File: src/rtl/lbist_pkg.sv
package lbist_pkg;

    typedef enum logic [1:0] {
        ST_IDLE = 2'd0,
        ST_SEED = 2'd1,
        ST_RUN  = 2'd2,
        ST_CMP  = 2'd3
    } seq_st_e;

    typedef struct packed {
        logic load;     // reseed generator and compactor
        logic adv;      // advance generator and compactor
        logic route;    // steer patterns into the circuit
        logic isolate;  // block functional output
    } bist_ctl_t;

    localparam int MAX_W = 32;

    // XOR of the state bits selected by a tap mask
    function automatic logic fb_bit(logic [MAX_W-1:0] s, logic [MAX_W-1:0] m);
        return ^(s & m);
    endfunction

endpackage

File: src/rtl/lbist_prpg.sv
module lbist_prpg
    import lbist_pkg::*;
#(
    parameter int             W    = 4,
    parameter logic [W-1:0]   TAPS = 4'b1100,
    parameter logic [W-1:0]   SEED = 4'b1000
) (
    input  logic         clk,
    input  logic         rst,
    input  logic         load,
    input  logic         adv,
    output logic [W-1:0] q
);

    always_ff @(posedge clk) begin
        if (rst || load) begin
            q <= SEED;
        end else if (adv) begin
            q <= {q[W-2:0], fb_bit(MAX_W'(q), MAX_W'(TAPS))};
        end
    end


    prpg_nonzero_chk: assert property (@(posedge clk) disable iff (rst)
        q != '0);


    prpg_hold_chk: assert property (@(posedge clk) disable iff (rst)
        (!load && !adv) |=> $stable(q));

endmodule

File: src/rtl/lbist_misr.sv
module lbist_misr
    import lbist_pkg::*;
#(
    parameter int           W    = 3,
    parameter logic [W-1:0] TAPS = 3'b110
) (
    input  logic         clk,
    input  logic         rst,
    input  logic         load,
    input  logic         adv,
    input  logic [W-1:0] resp,
    output logic [W-1:0] sig
);

    always_ff @(posedge clk) begin
        if (rst || load) begin
            sig <= '0;
        end else if (adv) begin
            sig <= {sig[W-2:0], fb_bit(MAX_W'(sig), MAX_W'(TAPS))} ^ resp;
        end
    end


    misr_hold_chk: assert property (@(posedge clk) disable iff (rst)
        (!load && !adv) |=> $stable(sig));

endmodule

File: src/rtl/lbist_seq.sv
module lbist_seq
    import lbist_pkg::*;
#(
    parameter int CYCLES = 15
) (
    input  logic      clk,
    input  logic      rst,
    input  logic      start,
    input  logic      match,
    output bist_ctl_t ctl,
    output logic      busy,
    output logic      done,
    output logic      fail
);

    localparam int            CW   = $clog2(CYCLES + 1);
    localparam logic [CW-1:0] LAST = CW'(CYCLES - 1);

    seq_st_e       st;
    logic [CW-1:0] cnt;

    always_ff @(posedge clk) begin
        if (rst) begin
            st   <= ST_IDLE;
            cnt  <= '0;
            done <= 1'b0;
            fail <= 1'b0;
        end else begin
            unique case (st)
                ST_IDLE: begin
                    if (start) begin
                        st   <= ST_SEED;
                        done <= 1'b0;
                        fail <= 1'b0;
                    end
                end
                ST_SEED: begin
                    st  <= ST_RUN;
                    cnt <= '0;
                end
                ST_RUN: begin
                    cnt <= cnt + CW'(1);
                    if (cnt == LAST) st <= ST_CMP;
                end
                ST_CMP: begin
                    done <= 1'b1;
                    fail <= !match;
                    st   <= ST_IDLE;
                end
                default: st <= ST_IDLE;
            endcase
        end
    end

    always_comb begin
        busy        = (st != ST_IDLE);
        ctl.load    = (st == ST_SEED);
        ctl.adv     = (st == ST_RUN);
        ctl.route   = (st == ST_RUN);
        ctl.isolate = busy;
    end


    done_busy_excl_chk: assert property (@(posedge clk) disable iff (rst)
        !(busy && done));


    result_hold_chk: assert property (@(posedge clk) disable iff (rst)
        (done && !start) |=> (done && $stable(fail)));


    start_ignore_chk: assert property (@(posedge clk) disable iff (rst)
        (st == ST_RUN && start) |=> busy);

endmodule

File: src/rtl/lbist_wrap.sv
module lbist_wrap
    import lbist_pkg::*;
#(
    parameter int                 PAT_W    = 4,
    parameter logic [PAT_W-1:0]   PAT_TAPS = 4'b1100,
    parameter logic [PAT_W-1:0]   PAT_SEED = 4'b1000,
    parameter int                 SIG_W    = 3,
    parameter logic [SIG_W-1:0]   SIG_TAPS = 3'b110,
    parameter int                 CYCLES   = 15,
    parameter logic [SIG_W-1:0]   GOLDEN   = 3'b000
) (
    input  logic             clk,
    input  logic             rst,
    input  logic             start,
    input  logic [PAT_W-1:0] func_in,
    output logic [SIG_W-1:0] func_out,
    output logic [PAT_W-1:0] cut_drive,
    input  logic [SIG_W-1:0] cut_resp,
    output logic             busy,
    output logic             done,
    output logic             fail
);

    bist_ctl_t        ctl;
    logic [PAT_W-1:0] pattern;
    logic [SIG_W-1:0] signature;
    logic             match;

    lbist_seq #(.CYCLES(CYCLES)) u_seq (
        .clk   (clk),
        .rst   (rst),
        .start (start),
        .match (match),
        .ctl   (ctl),
        .busy  (busy),
        .done  (done),
        .fail  (fail)
    );

    lbist_prpg #(.W(PAT_W), .TAPS(PAT_TAPS), .SEED(PAT_SEED)) u_prpg (
        .clk  (clk),
        .rst  (rst),
        .load (ctl.load),
        .adv  (ctl.adv),
        .q    (pattern)
    );

    lbist_misr #(.W(SIG_W), .TAPS(SIG_TAPS)) u_misr (
        .clk  (clk),
        .rst  (rst),
        .load (ctl.load),
        .adv  (ctl.adv),
        .resp (cut_resp),
        .sig  (signature)
    );

    assign match     = (signature == GOLDEN);
    assign cut_drive = ctl.route   ? pattern : func_in;
    assign func_out  = ctl.isolate ? '0      : cut_resp;


    isolate_chk: assert property (@(posedge clk) disable iff (rst)
        $rose(busy) |-> (func_out == '0));

endmodule

File: config.mk
export PLATFORM = sky130hd
export DESIGN_NAME = lbist_wrap
export DESIGN_NICKNAME = d
export VERILOG_FILES = /design/src/rtl/lbist_pkg.sv /design/src/rtl/lbist_prpg.sv /design/src/rtl/lbist_misr.sv /design/src/rtl/lbist_seq.sv /design/src/rtl/lbist_wrap.sv
export SDC_FILE = /design/constraint.sdc
export NUM_CORES = 1
export LEC_CHECK = 0
export BUFFER_PORTS_ARGS = -buffer_cell sky130_fd_sc_hd__clkbuf_2
export CAP_MARGIN = 20
export CORE_MARGIN = 3
export CORE_UTILIZATION = 44
export CTS_BUF_LIST = sky130_fd_sc_hd__clkbuf_8
export DETAILED_ROUTE_END_ITERATION = 7
export PLACE_DENSITY = 0.68
export SYNTH_ARGS = -nofsm -noshare
export SYNTH_HDL_FRONTEND = slang
export SYNTH_SLANG_ARGS = --single-unit
File: constraint.sdc
create_clock -name clk -period 2.31 [get_ports clk]
set_clock_uncertainty 0.2 [all_clocks]
set_input_delay 0.5775 -clock clk [delete_from_list [all_inputs] [get_ports clk]]
set_output_delay 0.5775 -clock clk [all_outputs]
set_load 0.01 [all_outputs]
==> metrics <==
beginning of the worst hold path=u_prpg.q[1]; vias in the first global route=666; max incr delay on CP=0.34 ns; met2 WL=735 um; 1st-pass router iterations=4; Synth-to-Final Area Change=20.5%; Post-CTS Setup Bufs=0; synth warn=0; WP data arrival=1.43 ns; Max H-tree Level=1; Top FF cell, synth=dfxtp_1; filler cell count=190; fin. max-slew vios=0; RSZ-0062 raised after global routing=no; measured slew at the worst slew-check pin=0.343 ns; number of CTS-inserted buffers=3; Post-synth EDFFs=0; worst flop-to-flop path endpoint=u_seq.cnt[3]; GR Overflow Total=0; share of cells above drive strength 1=0.252; critical-path maximum fanout=13; clock tree from TritonCTS=done; Antenna diodes=0; CTS Sinks=15; first-pass GRT wire length=2870 um; Synth Instances=95; VDD IR-drop max=0.519 mV; DRC viols=0; CP endpoint kind=output port; async set or reset register ratio after synthesis=0; Syn Area/Cell=8.80 um2; IO buf count=19; Synthesized Nets=112; Final Cell Area=1010 um2; met1 wire length=776 um; synth unique cells=28; synthesized cell area=836 um2; setup ws final=0.100 ns; Setup WS pre-CTS=0.206 ns; fin crit share=0.957; Crit-path slowest cell=dfxtp_1; Crit Path Class=register to output port; # IOs=20; CTS Hold Bufs=0; Final ANT Viol Nets=0; Hold Crit Depth=2; final setup fails=0; Pwr Density=939 nW/um2; Slew HR=0.768; Critical R2R Launch=u_seq.st[1]; highest routed layer=met4; WP buf/inv=2; DR WL met3=72 um; WL per Instance=11.5 um; startpoint class of the critical path=register; Hold Path Class=register to register; Post-Route WL=1610 um; status=complete, no violations; Final GP Congestion=0.739; # rows=15; nets=133; Core Region=1760 um2; register area share after synthesis=0.359; Die Height=49.6 um; Hold Violations, Final=0; Max Clk Rate=452 MHz; Power Total=0.946 mW; largest net degree at the start of global routing=14; top cells by area, synth=dfxtp_1, ha_1, a21oi_1; initial antenna violation count=0; hold path endpoint=u_prpg.q[1]; area leader, netlist=dfxtp_1; reg2reg path depth=4; most common cell in the netlist=dfxtp_1; post-layout min period=2.21 ns; post-DP HPWL=1180 um; DRT iter0 DRCs=3; DIE AREA=2460 um2; initial cell density of the core=0.474; Reg clk slew, reported paths=0.06 ns; most common library cells after synthesis=dfxtp_1, a21oi_1, inv_1, nand2b_1; Cell Chain, Critical Path=inv_1, ha_4, mux2_2, clkbuf_2; CTS Buffer Depth=2; Yosys top cell area share=0.359; Sum Neg Setup Slack=0 ns; Worst EP required=1.53 ns; routed vias=705; cell family with most CP delay=flip-flops; root buffer cell=clkbuf_8; Leak Pwr=0.433 nW; Seq cells post-synth=15; Via density=5.04; r2r setup slk=0.51 ns; Total GRT Usage=0.148; Skew-Pair Late Insertion Delay=0.25 ns; DP Area=948 um2; Max-cap violations=0; die width=49.6 um
kinds of logic (layout without fill, tap and decap cells):
family	count (synthesis)	count (layout)	synth area share
and+or+nand+nor	31	31	0.207
xor gates and xnor gates	4	4	0.0599
AOI/OAI and AO/OA	22	22	0.157
adders and majority gates	7	7	0.105
muxes	4	4	0.0509
DFF	15	15	0.359
buffers and inverters	12	32	0.0614
how the worst max path moves through the flow:
stage / start / to / slack [ns] / depth (start not counted)
floorplan: u_seq.st[0] / cut_drive[2] / 0.38 / 4
global route: u_seq.st[0] / cut_drive[3] / 0.03 / 4
finish: u_seq.st[0] / cut_drive[3] / 0.1 / 4
CTS: u_seq.st[0] / cut_drive[3] / 0.02 / 4
global placement: u_seq.st[0] / cut_drive[3] / 0.24 / 4
detailed placement: u_seq.st[0] / cut_drive[3] / 0.21 / 4
state kept, by name, summed over array words and instances (netlist names):
| register | count |
|---|---|
| u_seq.st | 2 |
| u_prpg.q | 4 |
| u_seq.cnt | 4 |
| u_misr.sig | 3 |
| u_seq.fail | 1 |
| u_seq.done | 1 |
layout make-up:
type / count / area (um2) / area share
inverters: 8 / 30.0 / 0.0298
repair buffers: 20 / 103 / 0.102
multi-input cells: 68 / 497 / 0.493
clock buffers: 3 / 41.3 / 0.0410
well taps: 25 / 31.3 / 0.0311
clock inverters: 1 / 5.00 / 0.00497
flip-flops and latches: 15 / 300 / 0.298
metal layers:
layer | vias to the layer above | global-route usage
li1 | 360 | -
met1 | 322 | 0.198
met2 | 20 | 0.236
met3 | 3 | 0.0272
met4 | 0 | 0.0553
met5 | - | 0
cell usage in the layout, fill, tap and decap left out:
cell type | synthesis | layout
clkbuf_2 | 0 | 19
dfxtp_1 | 15 | 15
a21oi_1 | 10 | 10
inv_1 | 8 | 8
nand2b_1 | 8 | 8
nor2_1 | 7 | 7
ha_1 | 7 | 6
o21ai_0 | 5 | 5
and2_1 | 3 | 3
nand2_1 | 3 | 3
xnor2_1 | 3 | 3
a211oi_1 | 3 | 3
clkbuf_8 | 0 | 3
mux2_2 | 2 | 2
o311ai_0 | 2 | 2
nand3_1 | 2 | 2
nor2b_1 | 2 | 2
mux2i_1 | 2 | 2
or2_2 | 1 | 1
and3_1 | 1 | 1
nand4_1 | 1 | 1
or3b_2 | 1 | 1
a311oi_1 | 1 | 1
and3b_1 | 1 | 1
xor3_1 | 1 | 1
nand3b_1 | 1 | 1
o21a_1 | 1 | 1
ha_4 | 0 | 1
clkinv_2 | 0 | 1
buf_4 | 1 | 1
repair_timing:
item                                    4_1_cts  5_1_grt
hold endpoints to repair                      0        0
endpoints found under the setup margin        2        2
gates resized for setup                       1        1
metrics by stage:
step                hold slack [ns]  instances  utilization
finish                        0.274        140        0.571
global route                  0.306        140        0.571
CTS                           0.276        140        0.565
detailed placement            0.265        136        0.538
global placement              0.264        136        0.538
floorplan                     0.248         95            -
worst register-to-register path, delay by kind of cell, from the launching register on:
| kind | cells | cell delay [ns] |
|---|---|---|
| and+or+nand+nor | 1 | 0.49 |
| DFF | 1 | 0.41 |
| adders and majority gates | 1 | 0.40 |
| buffers and inverters | 1 | 0.11 |
| AOI/OAI and AO/OA | 1 | 0.09 |
power by group:
group / leakage (nW) / internal, mW / switching, mW
Combinational: 0.286 / 0.183 / 0.215
Sequential: 0.122 / 0.295 / 0.0369
Clock: 0.0255 / 0.119 / 0.0966
No activity file was read; power rests on OpenSTA's default activity.
